<file path="src/rtl/latch_bus_pkg.sv">
package latch_bus_pkg;
  typedef enum logic [1:0] {
    ST_IDLE   = 2'd0,
    ST_SETUP  = 2'd1,
    ST_STROBE = 2'd2,
    ST_HOLD   = 2'd3
  } seq_state_e;
endpackage

</file>
<file path="src/rtl/lbw_req_decode.sv">
module lbw_req_decode #(
  parameter int LATCH_N = 4,
  parameter int DATA_W  = 8,
  parameter int IDX_W   = 3,
  localparam int BIT_W  = $clog2(DATA_W),
  localparam int SEL_W  = $clog2(LATCH_N)
) (
  input  logic [IDX_W-1:0]  idx_i,
  input  logic              bit_mode_i,
  input  logic [BIT_W-1:0]  bit_sel_i,
  input  logic              bit_state_i,
  input  logic [DATA_W-1:0] value_i,
  input  logic [DATA_W-1:0] mask_i,
  output logic              idx_ok_o,
  output logic [SEL_W-1:0]  sel_o,
  output logic [DATA_W-1:0] eff_value_o,
  output logic [DATA_W-1:0] eff_mask_o
);
  logic [DATA_W-1:0] bit_mask;

  assign idx_ok_o = (idx_i < IDX_W'(LATCH_N));
  assign sel_o    = idx_i[SEL_W-1:0];
  assign bit_mask = DATA_W'(1) << bit_sel_i;

  always_comb begin
    if (bit_mode_i) begin
      eff_mask_o  = bit_mask;
      eff_value_o = bit_state_i ? bit_mask : '0;
    end else begin
      eff_mask_o  = mask_i;
      eff_value_o = value_i;
    end
  end
endmodule

</file>
<file path="src/rtl/lbw_shadow_bank.sv">
module lbw_shadow_bank #(
  parameter int LATCH_N = 4,
  parameter int DATA_W  = 8,
  localparam int SEL_W  = $clog2(LATCH_N)
) (
  input  logic              clk_i,
  input  logic              rst_ni,
  input  logic              wr_en_i,
  input  logic [SEL_W-1:0]  sel_i,
  input  logic [DATA_W-1:0] value_i,
  input  logic [DATA_W-1:0] mask_i,
  output logic [DATA_W-1:0] merged_o
);
  logic [DATA_W-1:0] shadow_q [LATCH_N];

  assign merged_o = (shadow_q[sel_i] & ~mask_i) | (value_i & mask_i);

  for (genvar g = 0; g < LATCH_N; g++) begin : g_shadow
    always_ff @(posedge clk_i or negedge rst_ni) begin
      if (!rst_ni) begin
        shadow_q[g] <= '0;
      end else if (wr_en_i && (sel_i == SEL_W'(g))) begin
        shadow_q[g] <= merged_o;
      end
    end
  end
endmodule

</file>
<file path="src/rtl/lbw_sequencer.sv">
module lbw_sequencer
  import latch_bus_pkg::*;
#(
  parameter int LATCH_N    = 4,
  parameter int DATA_W     = 8,
  parameter int SETTLE_CYC = 50,
  localparam int SEL_W     = $clog2(LATCH_N),
  localparam int CNT_W     = (SETTLE_CYC > 1) ? $clog2(SETTLE_CYC) : 1
) (
  input  logic               clk_i,
  input  logic               rst_ni,
  input  logic               start_i,
  input  logic               reject_i,
  input  logic [SEL_W-1:0]   sel_i,
  input  logic [DATA_W-1:0]  data_i,
  output logic               idle_o,
  output logic               busy_o,
  output logic               done_o,
  output logic               err_o,
  output logic [DATA_W-1:0]  bus_data_o,
  output logic [LATCH_N-1:0] strobe_no
);
  seq_state_e        state_q, state_d;
  logic [CNT_W-1:0]  cnt_q;
  logic [SEL_W-1:0]  sel_q, sel_d;
  logic              last_tick;

  assign last_tick = (cnt_q == CNT_W'(SETTLE_CYC - 1));
  assign sel_d     = start_i ? sel_i : sel_q;

  always_comb begin
    state_d = state_q;
    unique case (state_q)
      ST_IDLE:   if (start_i)   state_d = ST_SETUP;
      ST_SETUP:  if (last_tick) state_d = ST_STROBE;
      ST_STROBE: if (last_tick) state_d = ST_HOLD;
      ST_HOLD:   if (last_tick) state_d = ST_IDLE;
      default:                  state_d = ST_IDLE;
    endcase
  end

  always_ff @(posedge clk_i or negedge rst_ni) begin
    if (!rst_ni) begin
      state_q    <= ST_IDLE;
      cnt_q      <= '0;
      sel_q      <= '0;
      bus_data_o <= '0;
      done_o     <= 1'b0;
      err_o      <= 1'b0;
    end else begin
      state_q <= state_d;
      sel_q   <= sel_d;
      done_o  <= (state_q == ST_HOLD) && last_tick;
      err_o   <= reject_i;
      if (start_i) bus_data_o <= data_i;
      if (state_q == ST_IDLE || last_tick) cnt_q <= '0;
      else                                 cnt_q <= cnt_q + 1'b1;
    end
  end

  // one register per strobe line, low only while in the strobe phase
  for (genvar g = 0; g < LATCH_N; g++) begin : g_strobe
    always_ff @(posedge clk_i or negedge rst_ni) begin
      if (!rst_ni) strobe_no[g] <= 1'b1;
      else         strobe_no[g] <= !((state_d == ST_STROBE) && (sel_d == SEL_W'(g)));
    end
  end

  assign idle_o = (state_q == ST_IDLE);
  assign busy_o = !idle_o;
endmodule

</file>
<file path="src/rtl/latch_bank_writer.sv">
module latch_bank_writer #(
  parameter int LATCH_N    = 4,
  parameter int DATA_W     = 8,
  parameter int IDX_W      = 3,
  parameter int SETTLE_CYC = 50,
  localparam int BIT_W     = $clog2(DATA_W),
  localparam int SEL_W     = $clog2(LATCH_N)
) (
  input  logic               clk_i,
  input  logic               rst_ni,
  input  logic               req_valid_i,
  output logic               req_ready_o,
  input  logic [IDX_W-1:0]   req_idx_i,
  input  logic               req_bit_mode_i,
  input  logic [BIT_W-1:0]   req_bit_sel_i,
  input  logic               req_bit_state_i,
  input  logic [DATA_W-1:0]  req_value_i,
  input  logic [DATA_W-1:0]  req_mask_i,
  output logic [DATA_W-1:0]  bus_data_o,
  output logic [LATCH_N-1:0] strobe_no,
  output logic               busy_o,
  output logic               done_o,
  output logic               err_o
);
  logic              idx_ok, idle, accept, start, reject;
  logic [SEL_W-1:0]  sel;
  logic [DATA_W-1:0] eff_value, eff_mask, merged;

  assign req_ready_o = idle;
  assign accept      = req_valid_i && idle;
  assign start       = accept && idx_ok;
  assign reject      = accept && !idx_ok;

  lbw_req_decode #(
    .LATCH_N(LATCH_N), .DATA_W(DATA_W), .IDX_W(IDX_W)
  ) i_decode (
    .idx_i       (req_idx_i),
    .bit_mode_i  (req_bit_mode_i),
    .bit_sel_i   (req_bit_sel_i),
    .bit_state_i (req_bit_state_i),
    .value_i     (req_value_i),
    .mask_i      (req_mask_i),
    .idx_ok_o    (idx_ok),
    .sel_o       (sel),
    .eff_value_o (eff_value),
    .eff_mask_o  (eff_mask)
  );

  lbw_shadow_bank #(
    .LATCH_N(LATCH_N), .DATA_W(DATA_W)
  ) i_shadow (
    .clk_i    (clk_i),
    .rst_ni   (rst_ni),
    .wr_en_i  (start),
    .sel_i    (sel),
    .value_i  (eff_value),
    .mask_i   (eff_mask),
    .merged_o (merged)
  );

  lbw_sequencer #(
    .LATCH_N(LATCH_N), .DATA_W(DATA_W), .SETTLE_CYC(SETTLE_CYC)
  ) i_seq (
    .clk_i      (clk_i),
    .rst_ni     (rst_ni),
    .start_i    (start),
    .reject_i   (reject),
    .sel_i      (sel),
    .data_i     (merged),
    .idle_o     (idle),
    .busy_o     (busy_o),
    .done_o     (done_o),
    .err_o      (err_o),
    .bus_data_o (bus_data_o),
    .strobe_no  (strobe_no)
  );
endmodule

</file>
<file path="config.mk">
export PLATFORM = sky130hd
export DESIGN_NAME = latch_bank_writer
export DESIGN_NICKNAME = d
export VERILOG_FILES = /design/src/rtl/latch_bus_pkg.sv /design/src/rtl/lbw_req_decode.sv /design/src/rtl/lbw_shadow_bank.sv /design/src/rtl/lbw_sequencer.sv /design/src/rtl/latch_bank_writer.sv
export SDC_FILE = /design/constraint.sdc
export NUM_CORES = 1
export LEC_CHECK = 0
export ABC_AREA = 1
export BUFFER_PORTS_ARGS = -buffer_cell sky130_fd_sc_hd__buf_4
export CAP_MARGIN = 20
export CORE_UTILIZATION = 52
export DETAILED_ROUTE_END_ITERATION = 8
export PLACE_DENSITY = 0.84
export SETUP_SLACK_MARGIN = 0.15
export SYNTH_ARGS = -nofsm -noshare
export SYNTH_HDL_FRONTEND = slang
export SYNTH_SLANG_ARGS = --single-unit
</file>
<file path="constraint.sdc">
create_clock -name clk_i -period 1.4 [get_ports clk_i]
set_clock_uncertainty 0.15 [all_clocks]
set_input_delay 0.21 -clock clk_i [delete_from_list [all_inputs] [get_ports clk_i]]
set_output_delay 0.21 -clock clk_i [all_outputs]
set_load 0.01 [all_outputs]
</file>
---- Yosys cells after proc, flatten, opt, wreduce, memory -nomap -nowiden ----
Cells that the tools add are included.
Widths: inputs -> output; s select.
cells by class
  magnitude comparators ................... 2
  muxes and demuxes ....................... 13
  bitwise logic cells ..................... 5
  shifts and indexed selects .............. 1
  eq/ne operators ......................... 11
  add/subtract/negate cells ............... 1
  reductions and logical operators ........ 22
operators with widths
  operator             number
  $mux 8               5
  $and 8x8->8          2
  $bmux 8 s2           1
  $eq 2x2->1 const B   7
  $logic_and 1x1->1    12
  $mux 2               5
  $not 8->8            1
  $or 8x8->8           1
  $pmux 2 s4           1
  $shl 1x3->8 const A  1
  $add 6x1->6 const B  1
  $eq 2x1->1 const B   3
  $eq 6x6->1 const B   1
  $logic_not 1->1      6
  $logic_not 2->1      3
  $mux 6               1
  $ge 3x3->1 const B   1
  $lt 3x3->1 const B   1
  $not 2->3            1
  $logic_or 1x1->1     1
word-level totals
  bits of input ports ..................... 27
  word-level logic and storage cells ...... 69
  output and inout bits ................... 16
  register bits after elaboration ......... 56

---- Depth between registers and ports, before layout ----
  depth after elaboration ................. 8
  gate-level depth with buffers ........... 10
  gate-level depth less buffers ........... 9

---- Hierarchy ----
From an unflattened synthesis, not the netlist that was laid out.
second synthesis, totals
  cells, all modules ...................... 417
  area, all modules ....................... 3046.7 sq um
modules (own cells, without submodules)
  module             area an instance (sq um)  times used  cells an instance  sequential area each (sq um)
  lbw_shadow_bank    1739.2                    1           239                800.8
  lbw_sequencer      1026.0                    1           111                605.6
  lbw_req_decode     266.5                     1           63                 0.0
  latch_bank_writer  15.0                      1           4                  0.0

---- Least setup slack after synthesis ----
Ideal clock, no wire load.
  path type ............................... register to register
  start ................................... register i_seq.state_q[1]
  end ..................................... register i_shadow.shadow_q[13] in the netlist's numbering
  slack ................................... -0.148 ns
  arrival ................................. 1.280 ns
  period minus slack after synthesis ...... 1.548 ns
  setup time .............................. 0.118 ns
  stages on the path, launching flop included .. 7
  data required time ...................... 1.132 ns
  path buffers ............................ 0
  path through ............................ dfrtp_1 -> nor2_4 -> nand3_4 -> nor3_4 -> inv_4 -> nand2_1 -> nand2_1
on the way
  cells in the longest elaborated chain, start to end .. 4
ends and longest elaborated chain
  item                            line                     source
  start: declaration              lbw_sequencer.sv:23      seq_state_e state_q, state_d;
  start signal: assignment        lbw_sequencer.sv:51      state_q <= state_d;
  $logic_not 2->1                 lbw_sequencer.sv:69      assign idle_o = (state_q == ST_IDLE);
  named net req_ready_o           latch_bank_writer.sv:12  output logic req_ready_o,
  $logic_and 1x1->1               latch_bank_writer.sv:30  assign accept = req_valid_i && idle;
  $logic_and 1x1->1               latch_bank_writer.sv:31  assign start = accept && idx_ok;
  $logic_and 1x1->1               lbw_shadow_bank.sv:22    end else if (wr_en_i && (sel_i == SEL_W'(g))) begin
  end signal: indexed assignment  lbw_shadow_bank.sv:23    shadow_q[g] <= merged_o;
  end: declaration                lbw_shadow_bank.sv:14    logic [DATA_W-1:0] shadow_q [LATCH_N];
The timed path passes the listed nets, and every way through them passes these cells.
A chain may end at the register's enable or synchronous reset.

---- Final worst setup path ----
  start ................................... register i_seq.state_q[1]
  end ..................................... register i_shadow.shadow_q[24] in the netlist's numbering
on the way
  cells in the longest elaborated chain, start to end .. 4
ends and longest elaborated chain
  item               line
  $logic_not 2->1    lbw_sequencer.sv:69
  $logic_and 1x1->1  latch_bank_writer.sv:30
  $logic_and 1x1->1  latch_bank_writer.sv:31
  $logic_and 1x1->1  lbw_shadow_bank.sv:22
Every way passes these cells.

==> results.tsv <==
metric	value	unit
Critical Path End Type	flip-flop	
final worst setup slack	-257	ps
Synth area leaders	dfrtp_1, nand2_1, nand3_1, nor2_1, inv_1	
fin crit share	1.18	
PwrDens	753	nW/um2
Initial Util	0.550	
Cells after DPL	575	
Fin. Hold Viols	0	
chip height	79.3	um
initial antenna violation count	0	
area delta synth->final	30.9	%
Root Driver	clkbuf_8	
commonest cells after routing, fill and taps aside	nand2_1, buf_4, dfrtp_1	
clock sink count	56	
final setup fails	55	
largest net degree at the start of global routing	28	
Distinct cells, synth	25	
vias in the first global route	2859	
failing checks	negative setup slack	
Final min period	1660	ps
kind of critical path	reg2reg	
sequential fraction of the synthesis area	0.453	
Hold Crit Class	in2reg	
Max VDD drop	0.726	mV
Syn. warnings	0	
CTS clk-pin slew, worst paths	100	ps
row count	27	
Slew Limit Fails	0	
Synth Net Count	474	
Pint	2.29	mW
Cells after Synth	445	
Seq cells post-synth	56	
# nets final	550	
FMAX	0.604	GHz
ANT nets after route	0	
vias per inst	5.38	
switch share	0.252	
max_cap viols	0	
IO Pins	43	
Worst Path Required	1460	ps
sequential power share	0.528	
DRC viols	0	
Synth top area share	0.419	
net switching power figure	773	uW
antenna cell count	0	
Area after DPL	3700	um2
Core Area	5640	um2
CTS tree	done	
critical path launch point type	flip-flop	
non-filler cells, final	594	
per-cell routed wire length	15.0	um
via count	3197	
CP Max Fanout	8	
HPWL after detailed placement	5.53	mm
TritonCTS Buffers	5	
DRT iter0 DRCs	420	
RSZ-0062 raised after global routing	true	
area leader, netlist	dfrtp_1	
port buffer count	42	
Comb pwr share	0.121	
syn_area_per_cell	6.98	um2
global placer's final weighted congestion	0.852	
drt pass-1 iters	6	
share of cells above drive strength 1	0.272	
Slew HR	0.736	
most common cell after layout, fill and taps aside	nand2_1	
Clk network pwr share	0.351	
Die W	79.3	um
worst slew pin tran	396	ps
outcome	complete, but fails checks	
Lkg Pwr	2.29	nW
final WL	8.91	mm
post-route cell area	4070	um2
worst skew pair latency	310	ps
global route overflow	0	
first-pass GRT wire length	13.0	mm
H-Tree Level Count	2	
overall routing resource usage	0.267	
Synth Cell Area	3110	um2
final core utilization	0.721	
fill count	411	
Bufs on Longest Clock Path	2	
total die area	6290	um2
Worst Path Arrival	1720	ps
==> sequential cells by signal (all words and copies together) (netlist names) <==
register and cells:
i_seq.err_o 1, i_seq.state_q 2, i_seq.bus_data_o 8, i_seq.strobe_no 4, i_shadow.shadow_q 32, i_seq.cnt_q 6, i_seq.done_o 1, i_seq.sel_q 2
==> synthesized netlist by cell type <==
library cell	n
o21ai_0	2
buf_6	2
nor3b_1	1
ha_1	2
nor2_1	31
xor2_1	1
nand3_1	43
nand4_1	3
inv_2	1
or2_2	11
buf_4	1
buf_2	8
o21ai_1	2
inv_4	5
nor3_4	4
clkinv_1	1
nand2_1	236
dfstp_2	4
nor2_2	1
dfrtp_1	52
nand3_4	1
nor2_4	1
clkbuf_2	1
nor3_1	2
inv_1	29
==> worst paths after layout <==
check                                                   from                           endpoint  slack (ps)  cells after the start
setup / recovery                  i_seq.state_q[1]$_DFF_PN0_  i_shadow.shadow_q[24]$_DFFE_PN0P_        -260                      6
hold / removal                                  req_idx_i[2]              i_seq.err_o$_DFF_PN0_          30                      3
setup reg to reg                  i_seq.state_q[1]$_DFF_PN0_  i_shadow.shadow_q[24]$_DFFE_PN0P_        -260                      6
hold reg to reg            i_shadow.shadow_q[23]$_DFFE_PN0P_  i_shadow.shadow_q[23]$_DFFE_PN0P_         340                      2
max in group asynchronous                             rst_ni         i_seq.state_q[1]$_DFF_PN0_         400                      3
min in group asynchronous                             rst_ni   i_shadow.shadow_q[7]$_DFFE_PN0P_         200                      2
==> through the flow <==
step	total power, mW	setup slack, ps	hold WS, ps	setup TNS [ps]
floorplan	1.83	-148	-236	-4990
global placement	1.99	-120	-0.0460	-2880
detailed placement	2.00	-177	5.32	-5090
CTS	3.04	-167	18.2	-5460
global route	3.16	-373	19.5	-13170
finish	3.06	-257	26.5	-9070
==> cells by family (layout without fill, tap and decap cells) <==
kind of cell | after synthesis | in the layout | share of synthesized area
compound gates | 4 | 4 | 0.00645
xor+xnor | 1 | 1 | 0.00282
fa+ha+maj | 2 | 2 | 0.00806
buf+inv | 48 | 125 | 0.0717
flops | 56 | 56 | 0.453
simple gates | 334 | 334 | 0.458
==> power by group through the flow <==
stage / combinational [mW] / clock, mW / sequential, mW
6_report: 0.370 / 1.07 / 1.62
3_5_place_dp: 0.349 / 0 / 1.65
5_1_grt: 0.408 / 1.14 / 1.62
4_1_cts: 0.357 / 1.07 / 1.62
2_1_floorplan: 0.178 / 0 / 1.65
3_3_place_gp: 0.344 / 0 / 1.65
==> layer usage <==
metal,GRT usage,up-vias,share of wire,routed length [um]
met1,0.354,1480,0.41,3620
met3,0.0460,50,0.065,578
li1,-,1514,-,-
met2,0.446,153,0.49,4340
met5,0,-,0,0
met4,0.0818,0,0.042,375
==> worst max-delay path, stage by stage, from the launching register on <==
cell     delay [ps]
dfrtp_1         430
nor2_4          150
nand3_4         190
nor3_4          340
inv_4           130
nand2_1         100
nand2_1          60
==> final cells by class <==
cell class | instances | area [um2] | share of cell area
clock inverter | 3 | 42.5 | 0.0105
timing repair buffer | 81 | 727 | 0.179
sequential | 56 | 1410 | 0.346
clock buffer | 5 | 68.8 | 0.0169
tap | 72 | 90.1 | 0.0222
inverter | 36 | 158 | 0.0388
multi-input combinational | 341 | 1570 | 0.387
==> what timing repair did <==
| action | 4_1_cts | 5_1_grt |
|---|---|---|
| endpoints found under the hold margin | 47 | 0 |
| gates cloned | 0 | 0 |
| pin swaps | 6 | 10 |
| endpoints found under the setup margin | 61 | 64 |
| hold buffers | 2 | 0 |
| gates resized for setup | 25 | 24 |
| buffers inserted | 3 | 6 |
Power figures use the tool's default switching activity.
